## src/rtl/fsweep_pkg.sv

```systemverilog
package fsweep_pkg;

  typedef enum logic [1:0] {
    CNT_DECR    = 2'd0,
    CNT_EXPIRE  = 2'd1,
    CNT_RESTART = 2'd2,
    CNT_HOLD    = 2'd3
  } cnt_op_e;

  typedef enum logic [1:0] {
    ACC_KEEP  = 2'd0,
    ACC_STEP  = 2'd1,
    ACC_PULSE = 2'd2,
    ACC_HOLD  = 2'd3
  } acc_op_e;

endpackage

```

## src/rtl/fsweep_ramp_counter.sv

```systemverilog
module fsweep_ramp_counter #(
  parameter int RR_W = 8
) (
  input  logic            clk,
  input  logic            rst_n,
  input  logic [RR_W-1:0] ramp_rate,
  input  logic            hold,
  input  logic            restart,
  output logic            step_tick,
  output logic [RR_W-1:0] cnt_q
);
  import fsweep_pkg::*;

  cnt_op_e op;
  logic    expired;

  assign expired = (cnt_q == '0);

  // hold dominates restart, restart dominates natural expiry
  always_comb begin
    if (hold)         op = CNT_HOLD;
    else if (restart) op = CNT_RESTART;
    else if (expired) op = CNT_EXPIRE;
    else              op = CNT_DECR;
  end

  assign step_tick = (op == CNT_EXPIRE);

  always_ff @(posedge clk or negedge rst_n) begin
    if (!rst_n)              cnt_q <= '0;
    else if (op == CNT_DECR) cnt_q <= cnt_q - 1'b1;
    else                     cnt_q <= ramp_rate;
  end

endmodule

```

## src/rtl/fsweep_accum.sv

```systemverilog
module fsweep_accum #(
  parameter int FTW_W = 16
) (
  input  logic             clk,
  input  logic             rst_n,
  input  logic [FTW_W-1:0] start_word,
  input  logic [FTW_W-1:0] delta_word,
  input  logic [FTW_W-1:0] end_word,
  input  logic             step,
  input  logic             clr_pulse,
  input  logic             clr_hold,
  output logic [FTW_W:0]   acc_q,
  output logic             at_end,
  output logic [FTW_W-1:0] word
);
  import fsweep_pkg::*;

  localparam int SUM_W = FTW_W + 2;

  function automatic logic [SUM_W-1:0] wide_sum(
    input logic [FTW_W-1:0] base,
    input logic [FTW_W:0]   acc
  );
    return SUM_W'(base) + SUM_W'(acc);
  endfunction

  function automatic logic [FTW_W-1:0] clip_word(
    input logic [SUM_W-1:0] sum,
    input logic [FTW_W-1:0] limit
  );
    return (sum >= SUM_W'(limit)) ? limit : sum[FTW_W-1:0];
  endfunction

  logic [SUM_W-1:0] sum;
  acc_op_e          op;

  assign sum    = wide_sum(start_word, acc_q);
  assign at_end = (sum >= SUM_W'(end_word));
  assign word   = clip_word(sum, end_word);

  always_comb begin
    if (clr_hold)           op = ACC_HOLD;
    else if (clr_pulse)     op = ACC_PULSE;
    else if (step && !at_end) op = ACC_STEP;
    else                    op = ACC_KEEP;
  end

  // acc_q stays below 2**FTW_W while stepping, so one extra bit absorbs a step
  always_ff @(posedge clk or negedge rst_n) begin
    if (!rst_n) acc_q <= '0;
    else begin
      unique case (op)
        ACC_HOLD, ACC_PULSE: acc_q <= '0;
        ACC_STEP:            acc_q <= acc_q + (FTW_W+1)'(delta_word);
        default:             acc_q <= acc_q;
      endcase
    end
  end

endmodule

```

## src/rtl/freq_sweep_acc.sv

```systemverilog
module freq_sweep_acc #(
  parameter int FTW_W = 16,
  parameter int RR_W  = 8
) (
  input  logic             clk,
  input  logic             rst_n,
  input  logic [FTW_W-1:0] start_word,
  input  logic [FTW_W-1:0] delta_word,
  input  logic [FTW_W-1:0] end_word,
  input  logic [RR_W-1:0]  ramp_rate,
  input  logic             io_update,
  input  logic             reload_on_update,
  input  logic             auto_clear,
  input  logic             clear_hold,
  output logic [FTW_W-1:0] tuning_word
);

  // named internal events, visible to the bound checker
  logic            restart_evt;
  logic            pulse_clr_evt;
  logic            step_tick;
  logic            at_end;
  logic [RR_W-1:0] cnt_q;
  logic [FTW_W:0]  acc_q;

  assign restart_evt   = io_update & reload_on_update;
  assign pulse_clr_evt = io_update & auto_clear;

  fsweep_ramp_counter #(.RR_W(RR_W)) u_cnt (
    .clk       (clk),
    .rst_n     (rst_n),
    .ramp_rate (ramp_rate),
    .hold      (clear_hold),
    .restart   (restart_evt),
    .step_tick (step_tick),
    .cnt_q     (cnt_q)
  );

  fsweep_accum #(.FTW_W(FTW_W)) u_acc (
    .clk        (clk),
    .rst_n      (rst_n),
    .start_word (start_word),
    .delta_word (delta_word),
    .end_word   (end_word),
    .step       (step_tick),
    .clr_pulse  (pulse_clr_evt),
    .clr_hold   (clear_hold),
    .acc_q      (acc_q),
    .at_end     (at_end),
    .word       (tuning_word)
  );

endmodule

```

## config.mk

```make
export PLATFORM = sky130hd
export DESIGN_NAME = freq_sweep_acc
export DESIGN_NICKNAME = d
export VERILOG_FILES = /design/src/rtl/fsweep_pkg.sv /design/src/rtl/fsweep_ramp_counter.sv /design/src/rtl/fsweep_accum.sv /design/src/rtl/freq_sweep_acc.sv
export SDC_FILE = /design/constraint.sdc
export NUM_CORES = 1
export LEC_CHECK = 0
export BUFFER_PORTS_ARGS = -buffer_cell sky130_fd_sc_hd__buf_4
export CORE_UTILIZATION = 50
export DETAILED_ROUTE_END_ITERATION = 6
export PLACE_DENSITY = 0.86
export SETUP_SLACK_MARGIN = 0.4
export SLEW_MARGIN = 20
export SYNTH_ARGS = -nofsm -noshare
export SYNTH_HDL_FRONTEND = slang
export SYNTH_SLANG_ARGS = --single-unit
```

## constraint.sdc

```tcl
create_clock -name clk -period 5.8 [get_ports clk]
set_input_delay 1.16 -clock clk [delete_from_list [all_inputs] [get_ports clk]]
set_output_delay 1.16 -clock clk [all_outputs]
set_load 0.05 [all_outputs]
```

=== Word-level counts from Yosys, hierarchy flattened ===
Index checks and enable logic that the tools add are counted.

* Register bits: 25
* Input port bits: 62
* Output and inout bits: 16
* Word-level logic and storage cells: 27

* Add/sub/neg operators: 3
* $lt $le $gt $ge: 1
* Equal/unequal tests: 4
* Mux-type cells: 9
* Bitwise logic cells: 2
* Reduce and logical (&&, ||, !) cells: 6

{| class="wikitable"
|+ Operator list
! cell !! count
|-
| case mux 17 bit (2 select lines) || 1
|-
| adder 16 x 17 -> 18 bit || 1
|-
| greater-or-equal comparator 18 x 16 -> 1 bit || 1
|-
| adder 17 x 16 -> 17 bit || 1
|-
| two-way mux 16 bit || 1
|-
| zero test 8 bit || 1
|-
| two-way mux 2 bit || 4
|-
| two-way mux 8 bit || 1
|-
| subtractor 8 x 1 -> 8 bit, second input constant || 1
|-
| == test 2 x 1 -> 1 bit, second input constant || 2
|-
| == test 2 bit, second input constant || 2
|-
| bitwise AND 1 bit || 2
|-
| zero test 2 bit || 1
|-
| two-way mux 1 bit || 2
|-
| nonzero test 2 bit || 1
|-
| OR reduction 2 bit || 1
|-
| logical AND 1 bit || 1
|-
| zero test 1 bit || 1
|}

=== Depth between registers and ports, before layout ===
Gate-level depths: netlist of run 1.

* Depth after elaboration: 12
* Gate-level depth with buffers: 17
* Gate-level depth less buffers: 16

=== By module ===
A second synthesis of run 1 with hierarchy kept.

* Cells, all modules: 398
* Area, all modules: 3161.8 um^2

{| class="wikitable"
|+ Modules (own cells, without submodules)
! module !! instances !! cells an instance !! area each (um^2) !! seq. area each (um^2)
|-
| fsweep_accum || 1 || 350 || 2666.3 || 425.4
|-
| fsweep_ramp_counter || 1 || 46 || 483.0 || 200.2
|-
| freq_sweep_acc || 1 || 2 || 12.5 || 0.0
|}

=== Least setup slack after synthesis of run 1 ===
Ideal clock, no wire load.

* Path type: in2out
* Start point: input start_word[0]
* End point: output tuning_word[10]
* Arrival: 5.247 ns
* Required time: 4.640 ns
* Slack: -0.607 ns
* Stages on the path: 16
* Path buffers: 1
* Cells stage by stage: ha_1 > fa_1 > a211oi_1 > o21ai_1 > a311oi_1 > nor2_1 > nor2_1 > xnor2_1 > ha_1 > and4_1 > nor4b_1 > a21oi_1 > o21ai_1 > nor2_2 > buf_6 > o21ai_0

* Longest elaborated chain between the ends: 3

{| class="wikitable"
|+ Ends and longest elaborated chain
! item !! RTL line !! RTL
|-
| start: declaration || freq_sweep_acc.sv:7 || <nowiki>input logic [FTW_W-1:0] start_word,</nowiki>
|-
| adder 16 x 17 -> 18 bit (*) || fsweep_accum.sv:24 || <nowiki>return SUM_W'(base) + SUM_W'(acc);</nowiki>
|-
| greater-or-equal comparator 18 x 16 -> 1 bit || fsweep_accum.sv:31 || <nowiki>return (sum >= SUM_W'(limit)) ? limit : sum[FTW_W-1:0];</nowiki>
|-
| two-way mux 16 bit (*) || fsweep_accum.sv:31 ||
|-
| end: declaration || freq_sweep_acc.sv:15 || <nowiki>output logic [FTW_W-1:0] tuning_word</nowiki>
|}

Mark *: on every way between the ends. The rest lies on a longest branch, timed or not.

=== Worst setup path in the final report of run 1 ===
* Start point: input start_word[3]
* End point: output tuning_word[0]

* Longest elaborated chain between the ends: 3

{| class="wikitable"
|+ Ends and longest elaborated chain
! item !! RTL line
|-
| adder 16 x 17 -> 18 bit || fsweep_accum.sv:24
|-
| greater-or-equal comparator 18 x 16 -> 1 bit || fsweep_accum.sv:31
|-
| two-way mux 16 bit || fsweep_accum.sv:31
|}

Every way passes these cells.

==> results.py, run 1 <==
metrics = {
    "cts": {
        "cts_sinks": 25,
        "htree_num_levels": 1,
        "cts_buffer_depth": 2,
        "clk_pin_slew_ns": 0.10,
        "cts_root_buf": "clkbuf_8",
        "cts_buffers": 3,
        "cts_hold_buf": 0,
        "clk_latency_ns": 0.28,
        "cts_tree": "yes",
    },
    "timing": {
        "finalCritPeriodShare_pct": 102,
        "fmax_mhz": 169,
        "whs_ns": 0.563,
        "setup_viol": 16,
        "layout_setup_ws_ns": -0.0998,
        "fin_skew_ns": 0.0154,
        "worst_pin_slew_ns": 0.659,
        "rsz0062_at_grt": "true",
        "relSlewSlack_pct": 55.9,
        "hold_violations": 0,
        "tns_ns": -0.889,
        "fin_crit_ns": 5.90,
        "maxSlewViolCount": 0,
    },
    "critical_path": {
        "crit_start": "start_word[3]",
        "arrival_ns": 4.74,
        "crit_end": "tuning_word[0]",
        "timing.rr.end": "u_acc.acc_q[1]",
        "startpoint_type": "primary input",
        "path_class": "primary input to primary output",
        "critPathRequiredTime_ns": 4.64,
        "cp-end-kind": "primary output",
        "path_max_fanout": 5,
        "r2r_start": "u_acc.acc_q[1]",
        "r2r_cells": 16,
        "ff2ff_setup_slack_ns": 1.52,
    },
    "synthesis": {
        "syn_area_mm2": 0.00329,
        "syn_inst": 409,
        "seq_area_frac_synth_pct": 19.0,
        "synth_edf_count": 0,
        "ys_seq_elements": 25,
        "ys.flop_type": "dfrtp_1",
        "synth_cell_type_count": 60,
        "async_flop_share_pct": 100,
        "synth_nets": 523,
        "yosys_warnings": 0,
        "postSynthAreaPerCell_um2": 8.04,
    },
    "floorplan": {
        "core_region_area_mm2": 0.00635,
        "die_h_um": 83.1,
        "fp-row-count": 29,
        "ios": 78,
        "die_w_um": 83.1,
        "die_area_mm2": 0.00691,
        "initial_utilization_pct": 51.8,
    },
    "finish": {
        "num_antenna_cells": 0,
        "design_area_mm2": 0.00458,
        "regArea_um2": 626,
        "multiInputGateArea_mm2": 0.00282,
        "syn_to_final_growth_pct": 39.1,
        "nFillCells": 427,
        "nets": 622,
        "drive_gt1_share_pct": 31.6,
    },
    "drt": {
        "wirelength_mm": 9.47,
        "wl_per_cell_um": 16.2,
        "drt_iter0_markers": 187,
        "drtPass1Iterations": 4,
        "vias_per_cell": 6.04,
        "postRouteAntennaNets": 0,
        "vias": 3528,
        "drc_errors": 0,
    },
    "global_routing": {
        "antenna_found_initial": 0,
        "grt_pass1_vias": 3342,
        "grt_max_degree": 30,
        "gr-total-overflow": 0,
        "grt_pass1_wl_mm": 14.5,
        "grt_usage_pct": 24.8,
    },
    "power": {
        "power_density_mw_per_mm2": 134,
        "p_leak_uw": 0.00222,
        "finalPower_uw": 614,
        "ir_drop_uv": 104,
    },
    "outcome": {
        "status": "complete, but fails checks",
        "violations": "setup timing",
    },
    "placement": {
        "dp_slack_ns": -0.0411,
        "place_area_mm2": 0.00418,
        "gp_congestion": 0.920,
        "portBuffers": 77,
        "dp_hpwl_mm": 6.99,
    },
    "min_path": {
        "hold_path_class": "register to register",
    },
    "run": {
        "maxCapViolCount": 0,
    },
}
==> timing repair <==
action | in CTS | in global routing
pin swaps | 7 | 12
gates resized for setup | 13 | 31
endpoints found under the hold margin | 0 | 0
gates cloned | 0 | 1
setup buffers | 4 | 12
endpoints found under the setup margin | 16 | 16
==> worst min-delay path by stage <==
stage / from / cells past startpoint / end / slack, ns
2_1_floorplan: u_cnt.cnt_q[0] / 1 / u_cnt.cnt_q[0] / 0.48
3_3_place_gp: u_acc.acc_q[16] / 2 / u_acc.acc_q[16] / 0.54
3_5_place_dp: u_cnt.cnt_q[0] / 1 / u_cnt.cnt_q[0] / 0.56
4_1_cts: u_cnt.cnt_q[0] / 1 / u_cnt.cnt_q[0] / 0.58
5_1_grt: u_acc.acc_q[16] / 2 / u_acc.acc_q[16] / 0.60
6_report: u_cnt.cnt_q[0] / 1 / u_cnt.cnt_q[0] / 0.56
==> logic make-up after synthesis <==
logic type | Yosys count | share of synthesized area, %
flops | 25 | 19.0
fa+ha+maj | 52 | 20.2
simple gates | 122 | 18.2
mux | 19 | 6.05
xor+xnor | 28 | 7.46
buf+inv | 39 | 4.83
compound gates | 124 | 24.2
==> placed cells by master (no fill, tap or decap), types with 10 or more instances in the layout <==
cell type / count
buf_4: 93
nand2_1: 46
ha_1: 44
inv_1: 28
dfrtp_1: 25
a21oi_1: 23
o21ai_0: 22
nor2_1: 19
xnor2_1: 18
nand3_1: 16
mux2i_1: 12
o21ai_4: 10
==> registers in the layout, summed over array words and instances (netlist names) <==
| signal | flops |
|---|---|
| u_acc.acc_q | 17 |
| u_cnt.cnt_q | 8 |
==> through the flow <==
step                      util [%]  std cells
after floorplan                  -        409
after global placement        65.8        563
after detailed placement      65.8        563
after CTS                     67.9        571
after global routing          72.1        584
final                         72.1        584
==> final cells by class <==
| type | count | area share [%] |
|---|---|---|
| multi-input cells | 345 | 61.7 |
| repair buffers | 105 | 19.2 |
| flip-flops and latches | 25 | 13.7 |
| inverters | 28 | 2.30 |
| well taps | 77 | 2.11 |
| clock buffers | 3 | 0.902 |
| clock inverters | 1 | 0.164 |
==> critical path, cell delays in order <==
cell and delay (ns):
buf_6 0.10, ha_4 0.16, or4_4 0.56, o211ai_4 0.23
nand3b_1 0.15, a21oi_2 0.20, xnor2_1 0.20, ha_1 0.31
and4_1 0.22, a221o_1 0.36, a21oi_2 0.21, o21ai_4 0.09
nor2_4 0.16, buf_12 0.15, mux2_2 0.34, buf_6 0.15
==> where the power goes <==
part	switching, µW	internal (µW)
clock	58.0	48.7
sequential	7.24	182
combinational	176	142
total	242	372
==> metal layers <==
metal | global-route usage, % | vias to the layer above | share of wire (%)
li1 | - | 1706 | -
met1 | 31.7 | 1669 | 42
met2 | 44.7 | 124 | 51
met3 | 1.99 | 29 | 4.1
met4 | 6.90 | 0 | 3.1
met5 | 0 | - | 0
==> Yosys cell counts (5+ instances only) <==
master / n / area, µm²
o21a_1: 7 / 52.6
mux2_2: 6 / 67.6
xor2_1: 9 / 78.8
clkbuf_1: 6 / 22.5
o31ai_1: 7 / 52.6
nor3_1: 6 / 30.0
nor4_1: 5 / 31.3
inv_1: 28 / 105
a21o_1: 7 / 52.6
ha_1: 50 / 626
xnor2_1: 19 / 166
a21oi_1: 31 / 155
o21ai_0: 34 / 170
nand2_1: 46 / 173
nand3_1: 16 / 80.1
nor2_1: 20 / 75.1
dfrtp_1: 25 / 626
mux2i_1: 12 / 120
a211oi_1: 7 / 52.6
Note: power is estimated with default switching activity, not from simulation.
==> run 2, diff against run 1 <==
--- a/config.mk
+++ b/config.mk
@@ -5,12 +5,14 @@
 export SDC_FILE = /design/constraint.sdc
 export NUM_CORES = 1
 export LEC_CHECK = 0
+export ABC_AREA = 1
 export BUFFER_PORTS_ARGS = -buffer_cell sky130_fd_sc_hd__buf_4
-export CORE_UTILIZATION = 50
+export CORE_UTILIZATION = 51
 export DETAILED_ROUTE_END_ITERATION = 6
-export PLACE_DENSITY = 0.86
+export PLACE_DENSITY = 0.87
 export SETUP_SLACK_MARGIN = 0.4
 export SLEW_MARGIN = 20
 export SYNTH_ARGS = -nofsm -noshare
 export SYNTH_HDL_FRONTEND = slang
+export SYNTH_HIERARCHICAL = 1
 export SYNTH_SLANG_ARGS = --single-unit
==> run 2 against run 1 <==
  * The run now ends clean
  * Sequential power hardly changed
  * Clock skew is 0.0039 ns lower
  * Register-to-register slack worse by 0.58 ns
  * Largest cell class unchanged
  * Largest power group unchanged
  * Highest routed layer unchanged
==> results.py, run 2 <==
metrics = {
    "global_routing": {
        "antenna_found_initial": 0,
        "gr-total-overflow": 0,
        "grt_pass1_vias": 3843,
        "grt_usage_pct": 27.0,
        "grt_pass1_wl_mm": 16.2,
        "grt_max_degree": 26,
    },
    "synthesis": {
        "yosys-top-cells-count": "nand2_1 (162), inv_1 (76), ha_1 (50), nand3_1 (41), a21oi_1 (36)",
        "yosys_warnings": 6,
        "synthTopCellsByArea": "dfrtp_1 (18%), ha_1 (18%), nand2_1 (17%)",
        "syn_inst": 549,
        "synth_cell_type_count": 33,
        "synth_nets": 663,
        "synth_top_cell_by_area": "dfrtp_1",
        "seq_area_frac_synth_pct": 17.6,
        "async_flop_share_pct": 100,
        "postSynthAreaPerCell_um2": 6.47,
        "synth.most_common_cell": "nand2_1",
        "synth_top_area_share_pct": 17.6,
        "ys.flop_type": "dfrtp_1",
        "ys_seq_elements": 25,
        "synth_edf_count": 0,
        "syn_area_mm2": 0.00355,
    },
    "placement": {
        "dp_hpwl_mm": 7.83,
        "place_area_mm2": 0.00432,
        "gp_congestion": 0.890,
        "portBuffers": 77,
    },
    "timing": {
        "fin_skew_ns": 0.0115,
        "fin_crit_ns": 5.58,
        "tns_ns": 0,
        "maxSlewViolCount": 0,
        "hold_violations": 0,
        "setup_viol": 0,
        "finalCritPeriodShare_pct": 96.2,
        "worst_pin_slew_ns": 1.02,
        "fmax_mhz": 179,
        "rsz0062_at_grt": "true",
        "relSlewSlack_pct": 31.4,
    },
    "power": {
        "p_sw_uw": 271,
        "p_leak_uw": 0.00276,
        "power_density_mw_per_mm2": 131,
        "ir_drop_uv": 71.6,
        "clock_power_share_pct": 15.6,
        "pwr-share-seq_pct": 29.0,
        "switching_share_pct": 41.6,
        "p_comb_share_pct": 55.4,
        "p_int_uw": 380,
    },
    "outcome": {
        "status": "finished clean",
    },
    "floorplan": {
        "die_area_mm2": 0.00730,
        "core_region_area_mm2": 0.00676,
        "fp-row-count": 30,
        "initial_utilization_pct": 52.6,
        "die_h_um": 85.5,
        "die_w_um": 85.5,
        "ios": 78,
    },
    "critical_path": {
        "cp_slowest_cell": "ha_2",
        "critPathMaxStageDelay_ns": 0.33,
        "cp-end-kind": "primary output",
        "arrival_ns": 4.42,
        "critical_path.top_delay_family": "simple AND/OR/NAND/NOR gates",
        "cp_cell_sequence": "buf_4 -> ha_2 -> a21oi_2 -> nor2_1 -> nor2_1 -> nand2_1 -> a31oi_1 -> xnor2_1 -> ha_1 -> nand2_1 -> inv_1 -> a21oi_1 -> nand4_1 -> nand2_1 -> nand2_1 -> nand2_2 -> nand3_4 -> buf_12 -> nor2_4 -> nand2_2 -> o21ai_4 -> buf_6",
        "crit_top_cell": "nand2_1",
        "path_class": "primary input to primary output",
        "critPathRequiredTime_ns": 4.64,
        "startpoint_type": "primary input",
        "cp_num_buf_inv": 4,
        "ff2ff_setup_slack_ns": 0.94,
        "path_max_fanout": 5,
    },
    "drt": {
        "drtPass1Iterations": 6,
        "postRouteAntennaNets": 0,
        "vias_per_cell": 5.64,
        "wl_per_cell_um": 14.8,
        "wirelength_mm": 11.0,
        "drt_iter0_markers": 284,
        "drc_errors": 0,
        "vias": 4186,
    },
    "finish": {
        "syn_to_final_growth_pct": 40.2,
        "nets": 777,
        "final_cell_mix": "nand2_1 (151), buf_4 (97), inv_1 (71)",
        "design_area_mm2": 0.00498,
        "drive_gt1_share_pct": 31.3,
        "reg_top3": "u_acc/acc_q x17, u_cnt/cnt_q x8",
        "num_antenna_cells": 0,
        "largest_reg_flops": 17,
        "layout_commonest_cell": "nand2_1",
        "largest_register": "u_acc/acc_q",
    },
    "run": {
        "maxCapViolCount": 0,
    },
    "cts": {
        "cts_hold_buf": 0,
        "cts_buffer_depth": 2,
        "clk_latency_ns": 0.27,
        "cts_tree": "yes",
        "cts_root_buf": "clkbuf_8",
        "cts_sinks": 25,
        "cts_buffers": 3,
        "htree_num_levels": 1,
        "clk_pin_slew_ns": 0.09,
    },
    "min_path": {
        "hold_path_class": "register to register",
    },
}
[run 2: cell types whose count changed after synthesis, moves of 10 or more]
cell	delta
nand3_1	+25
nor2_1	+10
nand2_1	+116
mux2i_1	-12
nand4_1	+20
inv_1	+48
[run 2: tightest hold or removal path: stages (launching register included)]
cell     delay [ns]
dfrtp_1        0.35
inv_2          0.05
nand2_1        0.07
nand2_1        0.05
[run 2: through the flow]
stage | cells | power, µW | utilization (%) | setup slack (ns) | hold slack (ns)
2_1_floorplan | 549 | 393 | - | 0.154 | 0.498
3_3_place_gp | 702 | 472 | 63.9 | 0.200 | 0.513
3_5_place_dp | 702 | 483 | 63.9 | 0.0310 | 0.528
4_1_cts | 732 | 625 | 69.0 | 0.405 | 0.543
5_1_grt | 742 | 690 | 73.7 | 0.142 | 0.566
6_report | 742 | 651 | 73.7 | 0.220 | 0.542
[run 2: area by class of cell]
type                    count  area (µm²)
well taps                  80         100
repair buffers            114         940
clock buffers               3        41.3
multi-input cells         436        2950
inverters                  83         314
flip-flops and latches     25         626
clock inverters             1        7.51
fillers                   490        1780
[run 2: power groups by stage]
| stage | Clock, µW | Combinational [µW] | Sequential, µW |
|---|---|---|---|
| 6_report | 102 | 361 | 188 |
| 5_1_grt | 113 | 387 | 189 |
| 4_1_cts | 105 | 332 | 188 |
| 3_5_place_dp | 0 | 292 | 192 |
| 3_3_place_gp | 0 | 281 | 191 |
| 2_1_floorplan | 0 | 203 | 190 |
[run 2: kinds of logic after synthesis]
logic type | share of synthesized area (%)
AO/OA/AOI/OAI | 12.3
XOR/XNOR | 7.40
adder cells (fa/ha/maj) | 18.7
buffers and inverters | 10.4
flip-flops | 17.6
AND/OR/NAND/NOR | 33.6
[run 2: path summary, 6_finish.rpt]
| check | from | to | depth (start not counted) |
|---|---|---|---|
| worst max-delay path | start_word[6] | tuning_word[1] | 22 |
| worst min-delay path | u_cnt/cnt_q[0] | u_cnt/cnt_q[0] | 3 |
| worst max register to register | u_acc/acc_q[0] | u_acc/acc_q[8] | 32 |
| worst min register to register | u_cnt/cnt_q[0] | u_cnt/cnt_q[0] | 3 |
| max in group asynchronous | rst_n | u_acc/acc_q[2] | 1 |
| min in group asynchronous | rst_n | u_cnt/cnt_q[5] | 1 |
[run 2: timing repair]
item	CTS	global route
resized for setup	27	57
buffers inserted	23	10
cloned	3	0
setup endpoints to repair	16	33
pin swaps	11	22
[run 2: layer usage]
metal | vias up | wire length (µm) | global-route usage [%]
li1 | 2033 | - | -
met2 | 211 | 5510 | 51.1
met3 | 62 | 675 | 0.973
met4 | 0 | 555 | 9.70
met5 | - | 0 | 0
met1 | 1880 | 4250 | 32.5
